**src/rtl/err_cnt_bank.sv**
```systemverilog
module err_cnt_bank #(
  parameter int NUM_CNT = 4,
  parameter int CNT_W = 8,
  localparam int AW = $clog2(NUM_CNT + 5)
) (
  input  logic               clk,
  input  logic               rst_n,
  input  logic [NUM_CNT-1:0] evt_i,
  input  logic               tick_i,
  input  logic               wr_en_i,
  input  logic               rd_en_i,
  input  logic [AW-1:0]      addr_i,
  input  logic [CNT_W-1:0]   wdata_i,
  output logic [CNT_W-1:0]   rdata_o,
  output logic               irq_o
);
  localparam logic [AW-1:0] A_CTL = AW'(NUM_CNT);
  localparam logic [AW-1:0] A_EVM = AW'(NUM_CNT + 1);
  localparam logic [AW-1:0] A_OVM = AW'(NUM_CNT + 2);
  localparam logic [AW-1:0] A_EVF = AW'(NUM_CNT + 3);
  localparam logic [AW-1:0] A_OVF = AW'(NUM_CNT + 4);

  logic [NUM_CNT-1:0][CNT_W-1:0] cnt_q, hold_q;
  logic [1:0]         ctl_q;
  logic [NUM_CNT-1:0] evm_q, ovm_q, evf_q, ovf_q, ovf_set;
  logic [CNT_W-1:0]   rd_mux;

  wire clr      = ctl_q[0];
  wire smode    = ctl_q[1];
  wire smp_tick = smode & tick_i;
  wire rd_ovf   = rd_en_i && addr_i == A_OVF;
  wire wr_evf   = wr_en_i && addr_i == A_EVF;

  for (genvar i = 0; i < NUM_CNT; i++) begin : g_cnt
    wire wr_hit = wr_en_i && addr_i == AW'(i);
    assign ovf_set[i] = !clr && !wr_hit && !smp_tick && evt_i[i] && (&cnt_q[i]);

    always_ff @(posedge clk) begin
      if (!rst_n) begin
        cnt_q[i]  <= '0;
        hold_q[i] <= '0;
      end else begin
        if (clr)            cnt_q[i] <= '0;
        else if (wr_hit)    cnt_q[i] <= wdata_i;
        else if (smp_tick)  cnt_q[i] <= CNT_W'(evt_i[i]);
        else if (evt_i[i])  cnt_q[i] <= cnt_q[i] + CNT_W'(1);
        if (clr)            hold_q[i] <= '0;
        else if (smp_tick)  hold_q[i] <= cnt_q[i];
      end
    end
  end

  always_ff @(posedge clk) begin
    if (!rst_n) begin
      ctl_q <= '0;
      evm_q <= '0;
      ovm_q <= '0;
      evf_q <= '0;
      ovf_q <= '0;
    end else begin
      if (wr_en_i && addr_i == A_CTL) ctl_q <= wdata_i[1:0];
      if (wr_en_i && addr_i == A_EVM) evm_q <= wdata_i[NUM_CNT-1:0];
      if (wr_en_i && addr_i == A_OVM) ovm_q <= wdata_i[NUM_CNT-1:0];
      evf_q <= (evf_q & ~(wr_evf ? wdata_i[NUM_CNT-1:0] : '0)) | evt_i;
      ovf_q <= (rd_ovf ? '0 : ovf_q) | ovf_set;
    end
  end

  always_comb begin
    rd_mux = '0;
    for (int i = 0; i < NUM_CNT; i++)
      if (addr_i == AW'(i)) rd_mux = smode ? hold_q[i] : cnt_q[i];
    if (addr_i == A_CTL) rd_mux = CNT_W'(ctl_q);
    if (addr_i == A_EVM) rd_mux = CNT_W'(evm_q);
    if (addr_i == A_OVM) rd_mux = CNT_W'(ovm_q);
    if (addr_i == A_EVF) rd_mux = CNT_W'(evf_q);
    if (addr_i == A_OVF) rd_mux = CNT_W'(ovf_q);
  end

  always_ff @(posedge clk) begin
    if (!rst_n)       rdata_o <= '0;
    else if (rd_en_i) rdata_o <= rd_mux;
  end

  assign irq_o = |(evf_q & evm_q) | |(ovf_q & ovm_q);
endmodule


```
**config.mk**
```make
export PLATFORM = sky130hd
export DESIGN_NAME = err_cnt_bank
export DESIGN_NICKNAME = d
export VERILOG_FILES = /design/src/rtl/err_cnt_bank.sv
export SDC_FILE = /design/constraint.sdc
export NUM_CORES = 1
export LEC_CHECK = 0
export CAP_MARGIN = 20
export CORE_ASPECT_RATIO = 0.5
export CORE_UTILIZATION = 36
export DETAILED_ROUTE_END_ITERATION = 10
export PLACE_DENSITY = 0.62
export SLEW_MARGIN = 20
export SYNTH_ARGS = -nofsm -noshare
export SYNTH_HDL_FRONTEND = slang
export SYNTH_SLANG_ARGS = --single-unit
```
**constraint.sdc**
```tcl
create_clock -name clk -period 2.2 [get_ports clk]
set_input_delay 0.66 -clock clk [delete_from_list [all_inputs] [get_ports clk]]
set_output_delay 0.66 -clock clk [all_outputs]
set_load 0.01 [all_outputs]
```
======== Word level (Yosys, flattened, before mapping) ========
Index checks and enable logic that the tools add are counted.
cells by class
  add/sub/neg operators ................... 4
  $mul .................................... 0
  div/mod/pow operators ................... 0
  magnitude comparators ................... 0
  eq/ne operators ......................... 8
  shift-type cells ........................ 0
  mux-type cells .......................... 27
  bitwise operators ....................... 9
  reduce and logical (&&, ||, !) cells .... 43
operators by type and width
  cell                                                 count
  2-to-1 mux 8 bit                                     25
  adder 8 x 1 -> 8 bit, second input constant          4
  AND reduction 8 bit                                  4
  logical AND 1 bit                                    25
  equality test 4 x 3 -> 1 bit, second input constant  4
  bitwise AND 4 bit                                    3
  nonzero test 3 bit                                   4
  equality test 4 x 2 -> 1 bit, second input constant  2
  2-to-1 mux 4 bit                                     2
  OR 4 bit                                             2
  OR reduction 4 bit                                   2
  zero test 1 bit                                      6
  equality test 4 x 1 -> 1 bit, second input constant  1
  equality test 4 bit, second input constant           1
  zero test 4 bit                                      1
  NOT 4 bit                                            1
  OR reduction 2 bit                                   1
  bitwise AND 1 bit                                    1
  NOT 1 bit                                            1
  OR 1 bit                                             1
word-level totals
  bits in registers ....................... 90
  bits in latches ......................... 0
  RAM bits ................................ 0
  memory bits (read-only) ................. 0
  input port bits ......................... 21
  output and inout port bits .............. 9
  logic and storage cells ................. 105
  memories kept ........................... 0

======== Logic depth before layout (Yosys ltp) ========
Gate-level depths: netlist (run 1).
  depth in word-level cells ............... 10
  gate-level depth with buffers ........... 7
  mapped depth without buffers ............ 5

======== Worst setup path after synthesis (run 1) ========
Ideal clock, no wire load.
  path type ............................... input to register
  start ................................... input port evt_i[1]
  end ..................................... register ovf_q[1]
  library setup time ...................... 70 ps
  arrival ................................. 1,871 ps
  data required time ...................... 2,130 ps
  slack ................................... 259 ps
  stages on the path ...................... 5
  path buffers ............................ 1
  cells stage by stage .................... buf_2 nand2_1 or3_1 or4b_1 a21boi_1
on the way
  longest elaborated chain between the ends .. 3
RTL lines
  element                          RTL line  RTL
  start, declared                  8         input logic [NUM_CNT-1:0] evt_i,
  logical AND 1 bit (2 in series)  36        assign ovf_set[i] = !clr && !wr_hit && !smp_tick && evt_i[i] && (&cnt_q[i]);
  OR 4 bit                         65        ovf_q <= (rd_ovf ? '0 : ovf_q) | ovf_set;
  end signal, assigned             65
  end, declared                    25        logic [NUM_CNT-1:0] evm_q, ovm_q, evf_q, ovf_q, ovf_set;
No other way between the ends.
A chain may end at the register's enable or synchronous reset.

======== Worst setup path in the final report (run 1) ========
  start ................................... input port addr_i[1]
  end ..................................... register rdata_o[2]
on the way
  longest elaborated chain between the ends .. 10
  elaborated cells on any way between the ends .. 18
  those cells by class .................... eq/ne (8); mux (9); reduce/logical (1)
RTL lines
  element                         RTL line  RTL
  start, declared                 12        input logic [AW-1:0] addr_i,
  zero test 4 bit                 72        if (addr_i == AW'(i)) rd_mux = smode ? hold_q[i] : cnt_q[i];
  2-to-1 mux 8 bit (4 in series)  72
  2-to-1 mux 8 bit                73        if (addr_i == A_CTL) rd_mux = CNT_W'(ctl_q);
  2-to-1 mux 8 bit                74        if (addr_i == A_EVM) rd_mux = CNT_W'(evm_q);
  2-to-1 mux 8 bit                75        if (addr_i == A_OVM) rd_mux = CNT_W'(ovm_q);
  2-to-1 mux 8 bit                76        if (addr_i == A_EVF) rd_mux = CNT_W'(evf_q);
  2-to-1 mux 8 bit *              77        if (addr_i == A_OVF) rd_mux = CNT_W'(ovf_q);
  end signal, assigned            82        else if (rd_en_i) rdata_o <= rd_mux;
  end, declared                   14        output logic [CNT_W-1:0] rdata_o,
Every way passes the cells marked *; elsewhere a longest branch is shown, timed or not.

==> out/qor.yml, run 1 <==
run_status:
  outcome: "finished, violations left"
  violations: "design-rule violations"
power:
  leakage_nw: 2.17
  powerDensity_mw_per_mm2: 614
  total_power_w: 0.00374
  vdd_drop_max_uv: 438
synth:
  mappedNetlistArea_mm2: 0.00482
  ys_dominant_reg_cell: "dfxtp_1"
  ys_seq_area_frac: 0.374
  yosysWarningCount: 0
  syn_nets: 607
  syn_area_per_cell_um2: 8.28
  synth_edf_count: 0
  synth_cell_type_count: 64
  ys_ff_latch: 90
  netlist_instances: 582
  async_reset_ff_frac: 0
floorplanning:
  initial_core_util: 0.375
  io_pins: 30
  die-area_mm2: 0.0139
  rows: 29
  die_h_um: 83.8
  die_w_um: 166
  coreArea_mm2: 0.0128
sta:
  post-route-period-util: 0.988
  timing.setup.tns_ns: 0
  worstMarginPinSlew_ns: 0.515
  drv_slew: 0
  max_freq_mhz: 460
  rsz0062_at_grt: "no"
  fin_worst_skew_ns: 0.00928
  finalSetupViolations: 0
  fin_crit_ns: 2.17
  finalWorstSetupSlack_ns: 0.0264
  finalHoldViolCount: 0
  relSlewSlack: 0.655
critical_path:
  cpPeakStageDelay_ns: 0.60
  worstSetupPathType: "in -> reg"
  start_kind: "input port"
  cp.depth: 6
  cp_top_family: "buffers and inverters"
  slowest_stage: "clkdlybuf4s50_1"
  arrival_ns: 2.40
  cp_cell_sequence: "clkdlybuf4s50_1, buf_4, mux4_2, mux2i_1, a211o_1, a21oi_1"
  cp.required_ns: 2.43
  critPathBufInv: 2
  cp-end-kind: "flip-flop"
  crit_path_max_fanout: 5
  rr_worst_depth: 5
drt:
  wire_per_inst_um: 19.4
  first_iter_violations: 584
  antenna_left: 0
  routed_wl_um: 16200
  avgViaCountPerCell: 5.73
  dr.pass1.iters: 8
  vias: 4771
  drc: 6
placed_design:
  place.gp.congestion: 0.981
  portBuffers: 29
  dp_hpwl_um: 12100
  dp_cells: 819
  place_ws_ns: -0.351
global_route:
  antenna_found_initial: 0
  grt_pass1_vias: 4440
  grt_overflow: 0
  grt_max_degree: 33
  grt_pass1_wl_um: 25200
  grt_usage: 0.238
finish:
  antenna_cells: 0
  fillers: 1266
  syn_to_final_growth_pct: 26.3
  drive_above_1_share: 0.195
  instances_no_fill: 833
  multi_input_area_mm2: 0.00279
  fin_nets: 685
  final-seq-area_mm2: 0.00180
job:
  max_cap_viol_count: 0
clock_tree:
  htree_num_levels: 3
  path_clk_slew_ns: 0.06
  clockBufferDepth: 2
  clock_latency_ns: 0.34
  cts_tree: "built"
  cts_hold_buf: 0
  root_buffer: "clkbuf_16"
  clock_sinks: 90
  cts_buffers: 9
worst_hold_path:
  holdPathStages: 2
  holdCritPathClass: "reg -> reg"
-- report_power, final --
| part | internal (W) | switching (W) | leakage (nW) |
|---|---|---|---|
| logic | 0.000223 | 0.000249 | 1.31 |
| registers | 0.00167 | 0.0000482 | 0.730 |
| clock network | 0.000901 | 0.000654 | 0.137 |
| total | 0.00279 | 0.000952 | 2.17 |
-- state kept, by name, indices dropped and copies added (netlist names) --
register / count
cnt_q: 32
ctl_q: 2
evf_q: 4
evm_q: 4
hold_q: 32
ovf_q: 4
ovm_q: 4
rdata_o: 8
-- what timing repair did --
action	CTS	global route
resized for setup	1	6
endpoints found under the setup margin	1	9
gates cloned	0	0
buffers inserted	0	0
-- cell families (layout without fill, tap and decap cells) --
group | count (synthesis) | after routing | share of synthesized area
compound gates | 171 | 171 | 0.237
xor+xnor | 12 | 12 | 0.0218
fa+ha+maj | 4 | 4 | 0.0104
buf+inv | 58 | 139 | 0.0514
flops | 90 | 90 | 0.374
mux | 32 | 32 | 0.0945
simple gates | 215 | 215 | 0.211
-- cell type report --
cell class,count,area share
Multi-Input combinational cell,434,0.457
Sequential cell,90,0.296
Timing Repair Buffer,113,0.156
Clock buffer,10,0.0392
Tap cell,170,0.0349
Clock inverter,4,0.00883
Inverter,12,0.00740
-- worst min-delay path: cells and delay by family, from the launching register on --
kind,cells,cell delay [ns]
AOI/OAI and AO/OA,1,0.05
DFF,1,0.31
and+or+nand+nor,1,0.05
-- Yosys cell counts, types with 3 or more instances --
| cell | instances | area share |
|---|---|---|
| nand2_1 | 109 | 0.085 |
| dfxtp_1 | 90 | 0.37 |
| a21oi_1 | 58 | 0.060 |
| clkbuf_1 | 29 | 0.023 |
| nor2_1 | 28 | 0.022 |
| nand3_1 | 24 | 0.025 |
| o21ai_0 | 19 | 0.020 |
| mux2i_1 | 17 | 0.035 |
| a21boi_0 | 16 | 0.025 |
| a22oi_1 | 16 | 0.025 |
| inv_1 | 12 | 0.0093 |
| a211oi_1 | 10 | 0.016 |
| nor2b_1 | 10 | 0.013 |
| buf_2 | 9 | 0.0093 |
| mux4_2 | 9 | 0.042 |
| nand4_1 | 9 | 0.012 |
| xnor2_1 | 9 | 0.016 |
| nor3_1 | 7 | 0.0073 |
| o211ai_1 | 7 | 0.011 |
| o21a_1 | 6 | 0.0093 |
| a221oi_1 | 5 | 0.0091 |
| buf_4 | 5 | 0.0078 |
| mux2_2 | 5 | 0.012 |
| nand2b_1 | 5 | 0.0065 |
| o32ai_1 | 5 | 0.0091 |
| ha_1 | 4 | 0.010 |
| o221ai_1 | 4 | 0.0073 |
| a211o_1 | 3 | 0.0055 |
| and2_1 | 3 | 0.0039 |
| buf_1 | 3 | 0.0023 |
| nor4_1 | 3 | 0.0039 |
| o211a_1 | 3 | 0.0062 |
| o31ai_1 | 3 | 0.0047 |
| xor2_1 | 3 | 0.0055 |
-- routing by layer --
metal | global-route usage | vias to the layer above | wire length [um] | share of wire
met3 | 0.0650 | 31 | 1460 | 0.090
met2 | 0.349 | 208 | 6770 | 0.42
met5 | 0 | - | 0 | 0
met4 | 0.0807 | 0 | 365 | 0.023
met1 | 0.336 | 2277 | 7550 | 0.47
li1 | - | 2255 | - | -
-- path summary, 6_finish.rpt --
kind	from	end	slack, ns
setup / recovery	addr_i[1]	rdata_o[2]	0.03
setup reg to reg	cnt_q[8]	ovf_q[1]	0.38
hold reg to reg	hold_q[7]	hold_q[7]	0.45
hold / removal	hold_q[7]	hold_q[7]	0.45
-- per-stage QoR --
step | utilization | hold WS [ns] | instance area [um2]
after floorplan | - | 0.433 | 4820
after global placement | 0.450 | 0.442 | 5780
after detailed placement | 0.450 | 0.445 | 5780
after CTS | 0.473 | 0.455 | 6070
after global routing | 0.474 | 0.467 | 6090
final | 0.474 | 0.454 | 6090
-- cell usage in the layout (no fill, tap or decap), drive strengths merged, types with 6 or more instances in the layout --
cell / instances
a211oi: 10
a21boi: 17
a21oi: 58
a22oi: 16
buf: 84
clkbuf: 10
clkdlybuf4s50: 27
dfxtp: 90
inv: 12
mux2i: 17
mux4: 10
nand2: 109
nand3: 24
nand4: 10
nor2: 28
nor2b: 10
nor3: 8
o211ai: 8
o21a: 6
o21ai: 20
xnor2: 9
No activity file was read; power rests on OpenSTA's default activity.
==> run 2: changes to the inputs <==
==> constraint.sdc (replaced) <==
create_clock -name clk -period 2.2 [get_ports clk]
set_input_delay 0.33 -clock clk [delete_from_list [all_inputs] [get_ports clk]]
set_output_delay 0.33 -clock clk [all_outputs]
set_load 0.01 [all_outputs]
==> out/qor.yml, run 2 (synthesis results as in run 1) <==
job:
  max_cap_viol_count: 0
finish:
  utilization: 0.456
  syn_to_final_growth_pct: 21.4
  drive_above_1_share: 0.148
  layout_common_cells: "109 x nand2_1, 90 x dfxtp_1, 58 x a21oi_1, 51 x buf_4, 29 x clkdlybuf4s50_1"
  antenna_cells: 0
  fin_nets: 654
  fillers: 1257
  layout_commonest_cell: "nand2_1"
  reg_top3: "cnt_q: 32 flops, hold_q: 32 flops, rdata_o: 8 flops"
  final_area_mm2: 0.00585
sta:
  timing.setup.tns_ns: 0
  drv_slew: 0
  finalHoldViolCount: 0
  relSlewSlack: 0.614
  post-route-period-util: 0.912
  fin_crit_ns: 2.01
  rsz0062_at_grt: "no"
  max_freq_mhz: 499
  finalSetupViolations: 0
  fin_worst_skew_ns: 0.00454
  finalWorstSetupSlack_ns: 0.194
  worstMarginPinSlew_ns: 0.579
floorplanning:
  coreArea_mm2: 0.0128
  die-area_mm2: 0.0139
  initial_core_util: 0.375
  die_h_um: 83.8
  die_w_um: 166
  io_pins: 30
  rows: 29
drt:
  routed_wl_um: 15500
  drc: 6
  first_iter_violations: 555
  wire_per_inst_um: 19.3
  avgViaCountPerCell: 5.84
  dr.pass1.iters: 9
  vias: 4698
  antenna_left: 0
critical_path:
  worstSetupPathType: "reg -> reg"
  cp_top_family: "flip-flops"
  startpoint: "ctl_q[1]"
  cp-end-kind: "flip-flop"
  arrival_ns: 2.22
  cpPeakStageDelay_ns: 0.69
  r2r-start: "ctl_q[1]"
  slowest_stage: "dfxtp_1"
  crit_path_max_fanout: 8
  cp_cell_sequence: "buf_4, mux4_2, o211ai_1, a21boi_0"
  start_kind: "flip-flop"
  cp.required_ns: 2.41
  critPathBufInv: 1
power:
  vdd_drop_max_uv: 417
  leakage_nw: 2.00
  total_power_w: 0.00374
  powerDensity_mw_per_mm2: 639
clock_tree:
  cts_buffers: 9
  post_cts_resized: 0
  cts_setup_buffers: 0
  clockBufferDepth: 2
  clock_latency_ns: 0.34
  cts_tree: "built"
  path_clk_slew_ns: 0.07
  root_buffer: "clkbuf_16"
  clock_sinks: 90
  htree_num_levels: 3
  cts_hold_buf: 0
global_route:
  grt_overflow: 0
  antenna_found_initial: 0
  grt_usage: 0.229
  grt_max_degree: 48
  grt_pass1_vias: 4362
  grt_pass1_wl_um: 24400
worst_hold_path:
  holdCritStartpoint: "hold_q[8]"
  holdCritPathClass: "reg -> reg"
placed_design:
  place_area_mm2: 0.00555
  place.gp.congestion: 0.971
  portBuffers: 29
  place_ws_ns: -0.0333
  dp_hpwl_um: 11400
run_status:
  violations: "design-rule violations"
  outcome: "finished, violations left"
run 2: final timing paths:
| check | to | slack (ns) | depth (start not counted) |
|---|---|---|---|
| worst min-delay path | hold_q[8] | 0.45 | 2 |
| worst min register to register | hold_q[8] | 0.45 | 2 |
| worst max register to register | rdata_o[6] | 0.19 | 4 |
| worst max-delay path | rdata_o[6] | 0.19 | 4 |
run 2: area by class of cell:
type	count	area, um2	area share
sequential	90	1800	0.308
timing repair buffer	82	713	0.122
clock buffer	11	243	0.0415
multi-input combinational	434	2770	0.474
inverter	12	45.0	0.00770
tap	170	213	0.0363
clock inverter	5	62.6	0.0107
run 2: worst register-to-register path: stages, from the launching register on:
cell and delay (ns):
dfxtp_1 0.69, buf_4 0.27, mux4_2 0.55, o211ai_1 0.25, a21boi_0 0.12
run 2: through the flow:
step	hold slack [ns]	std cells
2_1_floorplan	0.433	582
3_3_place_gp	0.440	788
3_5_place_dp	0.446	788
4_1_cts	0.455	804
5_1_grt	0.475	804
6_report	0.454	804
run 2: report_power, final:
part	switching, W	internal (W)	total (W)
registers	0.0000463	0.00166	0.00171
clock network	0.000671	0.000919	0.00159
logic	0.000239	0.000199	0.000438
total	0.000956	0.00278	0.00374
run 2: routing by layer:
| metal | global-route usage | vias to the layer above | part of all wire |
|---|---|---|---|
| li1 | - | 2204 | - |
| met1 | 0.314 | 2214 | 0.44 |
| met2 | 0.344 | 251 | 0.42 |
| met3 | 0.0631 | 29 | 0.11 |
| met4 | 0.0841 | 0 | 0.023 |
| met5 | 0 | - | 0 |
